File: config.mk
export PLATFORM = sky130hd
export DESIGN_NAME = scsi_pio_engine
export DESIGN_NICKNAME = d
export VERILOG_FILES = /design/src/rtl/scsi_pio_engine.sv
export SDC_FILE = /design/constraint.sdc
export NUM_CORES = 1
export LEC_CHECK = 0
export ABC_AREA = 1
export BUFFER_PORTS_ARGS = -buffer_cell sky130_fd_sc_hd__buf_2
export CORE_MARGIN = 2
export CORE_UTILIZATION = 54
export CTS_CLUSTER_SIZE = 20
export DETAILED_ROUTE_END_ITERATION = 8
export PLACE_DENSITY_LB_ADDON = 0.08
export SLEW_MARGIN = 20
export SYNTH_ARGS = -nofsm -noshare
export SYNTH_HDL_FRONTEND = slang
export SYNTH_SLANG_ARGS = --single-unit
File: constraint.sdc
create_clock -name clk -period 2.3 [get_ports clk]
set_clock_uncertainty 0.1 [all_clocks]
set_input_delay 0.46 -clock clk [delete_from_list [all_inputs] [get_ports clk]]
set_output_delay 0.46 -clock clk [all_outputs]
set_load 0.02 [all_outputs]
File: src/rtl/scsi_pio_engine.sv
module scsi_pio_engine #(
  parameter int TMO_CYC   = 64,
  parameter int STAT_KEEP = 4,
  parameter int CNT_W     = 8
) (
  input  logic                   clk,
  input  logic                   rst_n,
  input  logic                   req_valid,
  output logic                   req_ready,
  input  logic [2:0]             req_phase,
  input  logic                   req_dir,
  input  logic                   req_collect,
  input  logic [CNT_W-1:0]       req_count,
  input  logic                   wr_valid,
  output logic                   wr_ready,
  input  logic [7:0]             wr_data,
  output logic                   rd_valid,
  input  logic                   rd_ready,
  output logic [7:0]             rd_data,
  input  logic                   tgt_req,
  output logic                   ini_ack,
  input  logic [2:0]             bus_phase,
  input  logic [7:0]             bus_din,
  output logic [7:0]             bus_dout,
  output logic                   bus_oe,
  output logic [2:0]             exp_phase,
  output logic                   done,
  output logic [2:0]             done_code,
  output logic                   reset_req,
  output logic                   cmd_good,
  output logic [CNT_W-1:0]       stat_count,
  output logic [8*STAT_KEEP-1:0] stat_bytes
);
  localparam int TW = $clog2(TMO_CYC + 1);
  localparam logic [2:0] PH_CMD = 3'b010, PH_MOUT = 3'b110,
                         PH_STAT = 3'b011, PH_MIN = 3'b111;
  localparam logic [2:0] C_OK = 3'd0, C_TMO = 3'd1, C_QUIET = 3'd2,
                         C_ERR = 3'd3, C_BAD = 3'd4;
  localparam logic [CNT_W-1:0] CNT_MAX = {CNT_W{1'b1}};

  typedef enum logic [2:0] {S_IDLE, S_FETCH, S_WREQ, S_DRIVE, S_ACKW, S_DELIV} st_t;

  st_t              st;
  logic             dir_q, coll_q, stage_q;
  logic [CNT_W-1:0] remain;
  logic [TW-1:0]    tmr;
  logic [7:0]       data_q;
  logic [7:0]       keep [STAT_KEEP];

  logic       fin, frr, legal, match, tmr_hit, quiet, in_status;
  logic [2:0] fcode;

  assign req_ready = (st == S_IDLE);
  assign wr_ready  = (st == S_FETCH);
  assign rd_valid  = (st == S_DELIV);
  assign rd_data   = data_q;
  assign bus_dout  = data_q;
  assign legal     = req_dir ? (req_phase == PH_STAT || req_phase == PH_MIN)
                             : (req_phase == PH_CMD  || req_phase == PH_MOUT);
  assign match     = (bus_phase == exp_phase);
  assign tmr_hit   = (tmr == TW'(TMO_CYC - 1));
  assign quiet     = (exp_phase == PH_MOUT) || (exp_phase == PH_STAT);
  assign in_status = coll_q && !stage_q;

  for (genvar i = 0; i < STAT_KEEP; i++) begin : g_keep
    assign stat_bytes[8*i +: 8] = keep[i];
  end

  always_comb begin
    fin = 1'b0; fcode = C_OK; frr = 1'b0;
    case (st)
      S_IDLE:
        if (req_valid && !req_collect) begin
          if (!legal) begin fin = 1'b1; fcode = C_BAD; end
          else if (req_count == '0) fin = 1'b1;
        end
      S_WREQ:
        if (tgt_req) begin
          if (!match && !in_status) begin
            fin = 1'b1; fcode = quiet ? C_QUIET : C_ERR; frr = !quiet;
          end
        end else if (tmr_hit) begin
          fin = 1'b1; fcode = C_TMO; frr = !dir_q;
        end
      S_ACKW:
        if (!tgt_req) begin
          if (!dir_q && remain == CNT_W'(1)) fin = 1'b1;
          if (dir_q && coll_q && stage_q) fin = 1'b1;
        end else if (tmr_hit) begin
          fin = 1'b1; fcode = C_TMO; frr = !dir_q;
        end
      S_DELIV:
        if (rd_ready && remain == CNT_W'(1)) fin = 1'b1;
      default: ;
    endcase
  end

  always_ff @(posedge clk or negedge rst_n) begin
    if (!rst_n) begin
      st <= S_IDLE; dir_q <= 1'b0; coll_q <= 1'b0; stage_q <= 1'b0;
      remain <= '0; tmr <= '0; data_q <= '0; exp_phase <= '0;
      ini_ack <= 1'b0; bus_oe <= 1'b0; done <= 1'b0; done_code <= C_OK;
      reset_req <= 1'b0; cmd_good <= 1'b0; stat_count <= '0;
      for (int i = 0; i < STAT_KEEP; i++) keep[i] <= '0;
    end else begin
      done      <= fin;
      reset_req <= frr;
      if (fin) done_code <= fcode;
      if (fin) begin
        st <= S_IDLE; exp_phase <= '0; ini_ack <= 1'b0; bus_oe <= 1'b0;
      end else begin
        case (st)
          S_IDLE:
            if (req_valid) begin
              tmr <= '0;
              if (req_collect) begin
                exp_phase <= PH_STAT; dir_q <= 1'b1; coll_q <= 1'b1;
                stage_q <= 1'b0; cmd_good <= 1'b0; stat_count <= '0;
                for (int i = 0; i < STAT_KEEP; i++) keep[i] <= '0;
                st <= S_WREQ;
              end else begin
                exp_phase <= req_phase; dir_q <= req_dir; coll_q <= 1'b0;
                remain <= req_count;
                st <= req_dir ? S_WREQ : S_FETCH;
              end
            end
          S_FETCH:
            if (wr_valid) begin
              data_q <= wr_data; tmr <= '0; st <= S_WREQ;
            end
          S_WREQ:
            if (tgt_req) begin
              tmr <= '0;
              if (!match) begin
                stage_q <= 1'b1; exp_phase <= PH_MIN;
              end else if (!dir_q) begin
                bus_oe <= 1'b1; st <= S_DRIVE;
              end else begin
                data_q <= bus_din; ini_ack <= 1'b1; st <= S_ACKW;
              end
            end else begin
              tmr <= tmr + 1'b1;
            end
          S_DRIVE: begin
            ini_ack <= 1'b1; tmr <= '0; st <= S_ACKW;
          end
          S_ACKW:
            if (!tgt_req) begin
              ini_ack <= 1'b0; bus_oe <= 1'b0; tmr <= '0;
              if (!dir_q) begin
                remain <= remain - 1'b1; st <= S_FETCH;
              end else if (coll_q) begin
                for (int i = 0; i < STAT_KEEP; i++)
                  if (stat_count == CNT_W'(i)) keep[i] <= data_q;
                if (stat_count != CNT_MAX) stat_count <= stat_count + 1'b1;
                st <= S_WREQ;
              end else begin
                st <= S_DELIV;
              end
            end else begin
              tmr <= tmr + 1'b1;
            end
          S_DELIV:
            if (rd_ready) begin
              remain <= remain - 1'b1; tmr <= '0; st <= S_WREQ;
            end
          default: st <= S_IDLE;
        endcase
      end
      if (st == S_ACKW && !tgt_req && coll_q && stage_q) cmd_good <= (data_q == 8'h00);
    end
  end

  AST_BAD_IMMEDIATE: assert property (@(posedge clk) disable iff (!rst_n)
    (done && done_code == C_BAD) |-> $past(req_ready));
  AST_RESET_CAUSE: assert property (@(posedge clk) disable iff (!rst_n)
    reset_req |-> (done && (done_code == C_ERR || done_code == C_TMO)));
  AST_QUIET_NO_RESET: assert property (@(posedge clk) disable iff (!rst_n)
    (done && done_code == C_QUIET) |-> !reset_req);
  AST_OE_LEADS_ACK: assert property (@(posedge clk) disable iff (!rst_n)
    ($rose(ini_ack) && bus_oe) |-> $past(bus_oe));
  AST_OE_OUTPUT_ONLY: assert property (@(posedge clk) disable iff (!rst_n)
    bus_oe |-> !dir_q);
  AST_ACK_HELD_FOR_REQ: assert property (@(posedge clk) disable iff (!rst_n)
    ($fell(ini_ack) && !done) |-> !$past(tgt_req));
  AST_STAT_NO_DROP: assert property (@(posedge clk) disable iff (!rst_n)
    (stat_count < $past(stat_count)) |-> $past(req_valid && req_ready && req_collect));
  AST_IDLE_QUIET: assert property (@(posedge clk) disable iff (!rst_n)
    req_ready |-> (!ini_ack && !bus_oe && exp_phase == 3'b000));
endmodule

==> qor.yml, run 1 <==
regToRegSetupSlack_ns: 0.15
cts_tree: "yes"
io_pins: 108
status: "completed"
regArea_um2: 2003
setup_violations: 0
n_fill_cell: 750
synth_top_cell_by_area: "dfrtp_1"
clk_path_buf_depth: 2
total_power_mw: 6.909
fmax_mhz: 464.4
grt_pass1_vias: 3657
critPathCaptureType: "register"
avgSynthCellArea_um2: 7.840
yosys_warnings: 0
synth_edf_count: 0
yosys_register_bits: 80
relSlewSlack_pct: 72.59
numCtsBuffers: 9
ir_worst_vdd_v: 0.0005942
worstPathArrival_ns: 2.31
crit_type: "register to register"
post-route-period-util_pct: 93.62
crit_family: "simple AND/OR/NAND/NOR gates"
syn_area_um2: 4516
syn_to_final_growth_pct: 19.45
grt-ovfl-total: 0
power_density_nw_per_um2: 1281
placed_area_um2: 5087
dp_hpwl_um: 8244
dr.pass1.iters: 7
core.rowCount: 33
leakage_nw: 2.931
grt_max_degree: 50
synthArstFlopShare_pct: 100.0
cap_violations: 0
drt_iter0_markers: 325
rsz0062_at_grt: "no"
antenna_found_initial: 0
cts_num_sinks: 80
ant_nets: 0
seq_area_frac_synth_pct: 44.33
holdCritPathClass: "input port to register"
place_congestion: 0.9093
required_ns: 2.45
synth_cell_types: 39
htree_num_levels: 3
yosys-top-cells-area: "dfrtp_1 44%, nand2_1 15%, o21ai_0 5.5%, inv_1 4.5%, nor2_1 3.8%"
layout_common_cells: "172 x nand2_1, 106 x buf_2, 79 x dfrtp_1, 53 x inv_1, 46 x o21ai_0"
setup_tns_ns: 0
coreArea_um2: 8175
grt_pass1_wl_um: 17650
worst_pin_slew_ns: 0.4111
wl_um: 11140
synth_cells: 576
final_max_slew_viol_count: 0
drive_gt1_share_pct: 25.72
crit_chain: "nand2_2 > inv_1 > buf_4 > nand2_2 > nand2_1 > nor2_1 > nand2_4 > nand2_1 > o21ai_2"
grt_use_total_pct: 24.62
diodes: 0
avgViaCountPerCell: 5.222
critPathBufInv: 2
multi_input_area_um2: 2126
critical_path.slowest_cell: "dfrtp_1"
synthFlopType: "dfrtp_1"
hold_viol: 0
min_period_ns: 2.153
die_h_um: 95.45
syn_nets: 621
drc: 0
final_common_cell: "nand2_1"
wl_per_cell_um: 13.98
cp-start-kind: "register"
path_clk_slew_ns: 0.10
initial_core_util_pct: 55.23
cts-root-buf: "clkbuf_8"
dieWidth_um: 95.45
synth_top_area_share_pct: 44.33
cp_max_fo: 21
port_buffers: 107
post-route-cell-area_um2: 5394
nets: 732
vias: 4162
dieArea_um2: 9110
cts_setup_buffers: 0
critPathMaxStageDelay_ns: 0.51
clk_latency_ns: 0.36
## final cells by class
type / count / area share (%)
Clock inverter: 7 / 2.064
Inverter: 56 / 3.967
Timing Repair Buffer: 123 / 12.55
Tap cell: 105 / 2.436
Timing Repair inverter: 1 / 0.1392
Clock buffer: 9 / 2.296
Multi-Input combinational cell: 416 / 39.41
Sequential cell: 80 / 37.14
## where the power goes
part	internal, mW	switching [mW]	total, mW
registers	1.85	0.381	2.23
clock network	0.634	0.581	1.22
logic	1.12	2.34	3.46
## cell usage after synthesis (all sizes together), types with 2 or more instances
| library cell | instances |
|---|---|
| a211oi | 3 |
| a21oi | 12 |
| buf | 24 |
| dfrtp | 80 |
| ha | 7 |
| inv | 55 |
| mux2i | 8 |
| nand2 | 180 |
| nand3 | 33 |
| nand3b | 2 |
| nand4 | 10 |
| nor2 | 50 |
| nor3 | 4 |
| nor4 | 4 |
| o21ai | 84 |
| o22ai | 2 |
| or2 | 4 |
| xor2 | 5 |
## path summary, 6_finish.rpt
path / from / endpoint / depth (start not counted)
min: bus_din[4] / bus_dout[4] / 3
max: st[2] / stat_bytes[31] / 9
max reg2reg: st[2] / stat_bytes[31] / 9
min in group asynchronous: rst_n / tmr[5] / 2
max in group asynchronous: rst_n / st[0] / 3
min reg2reg: stat_bytes[12] / stat_bytes[12] / 2
## logic make-up (layout without fill, tap and decap cells)
family                     count (synthesis)  count (layout)  synth area share [%]
AOI/OAI and AO/OA                        107             107                 13.49
xor gates and xnor gates                   6               6                 1.164
adders and majority gates                  7               7                 1.940
buffers and inverters                     81             196                 9.587
DFF                                       80              80                 44.33
muxes                                      8               8                 1.773
and+or+nand+nor                          287             288                 27.71
## sequential cells by signal (all words and copies together), names as in the netlist, 3 cells and up
name        cells
exp_phase       3
tmr             7
done_code       3
remain          8
bus_dout        8
st              3
stat_bytes     32
stat_count      8
## layer usage
layer  track usage, %  part of all wire (%)  vias up  wire length [um]
met5                0                     0        -                 0
met3            3.636                   5.7       16               632
li1                 -                     -     2087                 -
met4            8.810                   1.8        0               202
met2            38.62                    48      120              5300
met1            34.84                    45     1939              5008
## worst register-to-register path, cell delays in order (launching register included)
cell and delay [ns]:
dfrtp_1 0.51, nand2_2 0.24, inv_1 0.08, buf_4 0.21
nand2_2 0.18, nand2_1 0.08, nor2_1 0.29, nand2_4 0.19
nand2_1 0.12, o21ai_2 0.05
## per-stage QoR
step | hold WS (ns) | utilization, % | cells | setup slack [ns]
2_1_floorplan | 0.06441 | - | 576 | 0.3141
3_3_place_gp | 0.3169 | 62.23 | 778 | 0.1308
3_5_place_dp | 0.3174 | 62.23 | 778 | 0.04221
4_1_cts | 0.2785 | 65.23 | 795 | 0.02557
5_1_grt | 0.2890 | 65.98 | 797 | 0.008322
6_report | 0.2811 | 65.98 | 797 | 0.1468
## repair_timing
item / 4_1_cts / 5_1_grt
setup endpoints to repair: 1 / 62
hold endpoints to repair: 31 / 0
hold buffers: 1 / 0
gates resized for setup: 1 / 16
gates cloned: 0 / 2
(Power assumes the default switching activity.)
==> inputs of run 2 (changes only) <==
--- a/config.mk
+++ b/config.mk
@@ -12,6 +12,7 @@
 export CTS_CLUSTER_SIZE = 20
 export DETAILED_ROUTE_END_ITERATION = 8
 export PLACE_DENSITY_LB_ADDON = 0.08
+export REMOVE_ABC_BUFFERS = 1
 export SLEW_MARGIN = 20
 export SYNTH_ARGS = -nofsm -noshare
 export SYNTH_HDL_FRONTEND = slang
==> run 2 against run 1 <==
Sequential share of layout area shrank 0.18 points; maximum frequency about the same; via count increased by 2.2%; worst setup slack got worse by 0.00075 ns; design area is 0.49% higher; wire length grew 0.41%; count of clock-buffer cells in the layout stayed put; worst hold slack better by 0.0090 ns; critical path depth up 4; non-clock buffer count rose by 4.
==> qor.yml, run 2 (synthesized netlist as in run 1, its figures left out) <==
nets: 737  # +0.68%
grt_use_total_pct: 24.71  # +0.088 points
io_pins: 108  # unchanged
critPathCaptureType: "register"
fmax_mhz: 464.3  # about the same
path_clk_slew_ns: 0.10  # about the same
cts_num_sinks: 80  # unchanged
die_h_um: 95.45  # unchanged
ir_worst_vdd_v: 0.0005708  # -3.9%
place_congestion: 0.9060  # -0.36%
ant_nets: 0  # unchanged
r2r-start: "tmr[0]"
antenna_found_initial: 0  # unchanged
dp_hpwl_um: 8373  # +1.6%
final_util_pct: 66.30  # +0.32 points
crit_start: "tmr[0]"
syn_to_final_growth_pct: 20.03
drt_iter0_markers: 235  # -28%
critical_path.slowest_cell: "dfrtp_1"
cp_max_fo: 16  # -24%
regToRegSetupSlack_ns: 0.15  # about the same
numCtsBuffers: 9  # unchanged
status: "completed"
wl_per_cell_um: 13.95  # -0.21%
cp-start-kind: "register"
wl_um: 11190  # +0.41%
crit_type: "register to register"
avgViaCountPerCell: 5.302  # +1.5%
hold_viol: 0  # unchanged
cts-root-buf: "clkbuf_8"
leakage_nw: 2.941  # +0.36%
htree_num_levels: 3  # unchanged
whs_ns: 0.2901  # +0.008994 ns
crit_chain: "ha_2 > nand3_2 > nor2_2 > o21ai_1 > inv_1 > nand2_1 > inv_1 > nor2_4 > buf_8 > nand2_1 > buf_4 > nand2_1 > o21ai_0"
cap_violations: 0  # unchanged
setup_violations: 0  # unchanged
coreArea_um2: 8175  # unchanged
power_density_nw_per_um2: 1263  # -1.4%
setup_tns_ns: 0  # unchanged
diodes: 0  # unchanged
dieArea_um2: 9110  # unchanged
clk_path_buf_depth: 2  # unchanged
post-route-period-util_pct: 93.65  # about the same
ff2ff_path_depth: 13  # +4
largest_reg_flops: 32  # unchanged
crit_path_frequent_cell: "nand2_1"
drc: 0  # unchanged
critPathMaxStageDelay_ns: 0.42  # -0.09 ns
grt_pass1_vias: 3769  # +3.1%
initial_core_util_pct: 55.23  # unchanged
dieWidth_um: 95.45  # unchanged
grt_pass1_wl_um: 17590  # -0.35%
dr.pass1.iters: 5  # -2
core.rowCount: 33  # unchanged
worstPathArrival_ns: 2.29  # -0.02 ns
vias: 4252  # +2.2%
final_max_slew_viol_count: 0  # unchanged
worstSetupEndpoint: "stat_bytes[16]"
min_period_ns: 2.154  # +0.0007550 ns
rsz0062_at_grt: "yes"
final_common_cell: "nand2_1"
clk_latency_ns: 0.36  # about the same
cts_tree: "yes"
port_buffers: 107  # unchanged
preCtsSetupSlack_ns: 0.09322  # +0.05101 ns
worstReg2RegEnd: "stat_bytes[16]"
layout_common_cells: "172 x nand2_1, 106 x buf_2, 79 x dfrtp_1, 52 x inv_1, 46 x o21ai_0"
relSlewSlack_pct: 75.68  # +3.1 points
worst_pin_slew_ns: 0.3624  # -0.04873 ns
grt_max_degree: 40  # -20%
fin_ws_ns: 0.1460  # -0.0007550 ns
holdCritPathClass: "input port to register"
grt-ovfl-total: 0  # unchanged
total_power_mw: 6.846  # -0.90%
drive_gt1_share_pct: 26.40  # +0.68 points
required_ns: 2.44  # about the same
[run 2: cell types whose count changed in the layout (fill, tap and decap cells not counted), sizes merged]
cell      change
bufinv        -1
clkinvlp      +1
clkinv        -1
nand3         +1
inv           +1
buf           +4
[run 2: per-stage QoR]
step                instance area (um^2)  std cells
finish                              5420        802
CTS                                 5335        797
global placement                    5115        780
global route                        5420        802
floorplan                           4293        551
detailed placement                  5115        780
[run 2: layer usage]
layer,vias to the layer above,routed length (um),global-route usage (%)
met5,-,0,0
met4,0,107,8.333
met3,13,583,3.478
met2,132,5523,41.08
met1,2008,4974,33.30
li1,2099,-,-
[run 2: layout make-up]
type / instances / area, um^2
sequential: 80 / 2003
multi-input combinational: 417 / 2131
inverter: 56 / 214.0
timing repair inverter: 1 / 7.507
fill: 730 / 2755
timing repair buffer: 127 / 723.2
clock buffer: 9 / 123.9
clock inverter: 7 / 86.33
tap: 105 / 131.4
[run 2: worst max-delay path, delay by kind of cell (launching register included)]
family | cells | cell delay, ns
compound gates | 2 | 0.24
fa+ha+maj | 1 | 0.22
flops | 1 | 0.42
simple gates | 6 | 0.57
buf+inv | 4 | 0.49
[run 2: worst min-delay path by stage]
stage                  end  slack (ns)        from  depth (start not counted)
2_1_floorplan  bus_dout[0]        0.06       rst_n                          0
6_report       bus_dout[2]        0.29  bus_din[2]                          3
3_3_place_gp          done        0.30       rst_n                          1
5_1_grt        bus_dout[2]        0.32  bus_din[2]                          3
3_5_place_dp          done        0.30       rst_n                          1
4_1_cts        bus_dout[2]        0.29  bus_din[2]                          3
[run 2: power by group]
group          total (mW)  internal (mW)  leakage, nW  switching [mW]
clock                1.11          0.526        0.104           0.583
sequential           2.25           1.85         1.07           0.394
combinational        3.49           1.15         1.77            2.35
[run 2: repair_timing]
| item | 4_1_cts | 5_1_grt |
|---|---|---|
| hold buffers | 1 | 0 |
| setup endpoints to repair | 0 | 64 |
| buffers inserted | 0 | 2 |
| resized for setup | 0 | 18 |
| endpoints found under the hold margin | 24 | 0 |
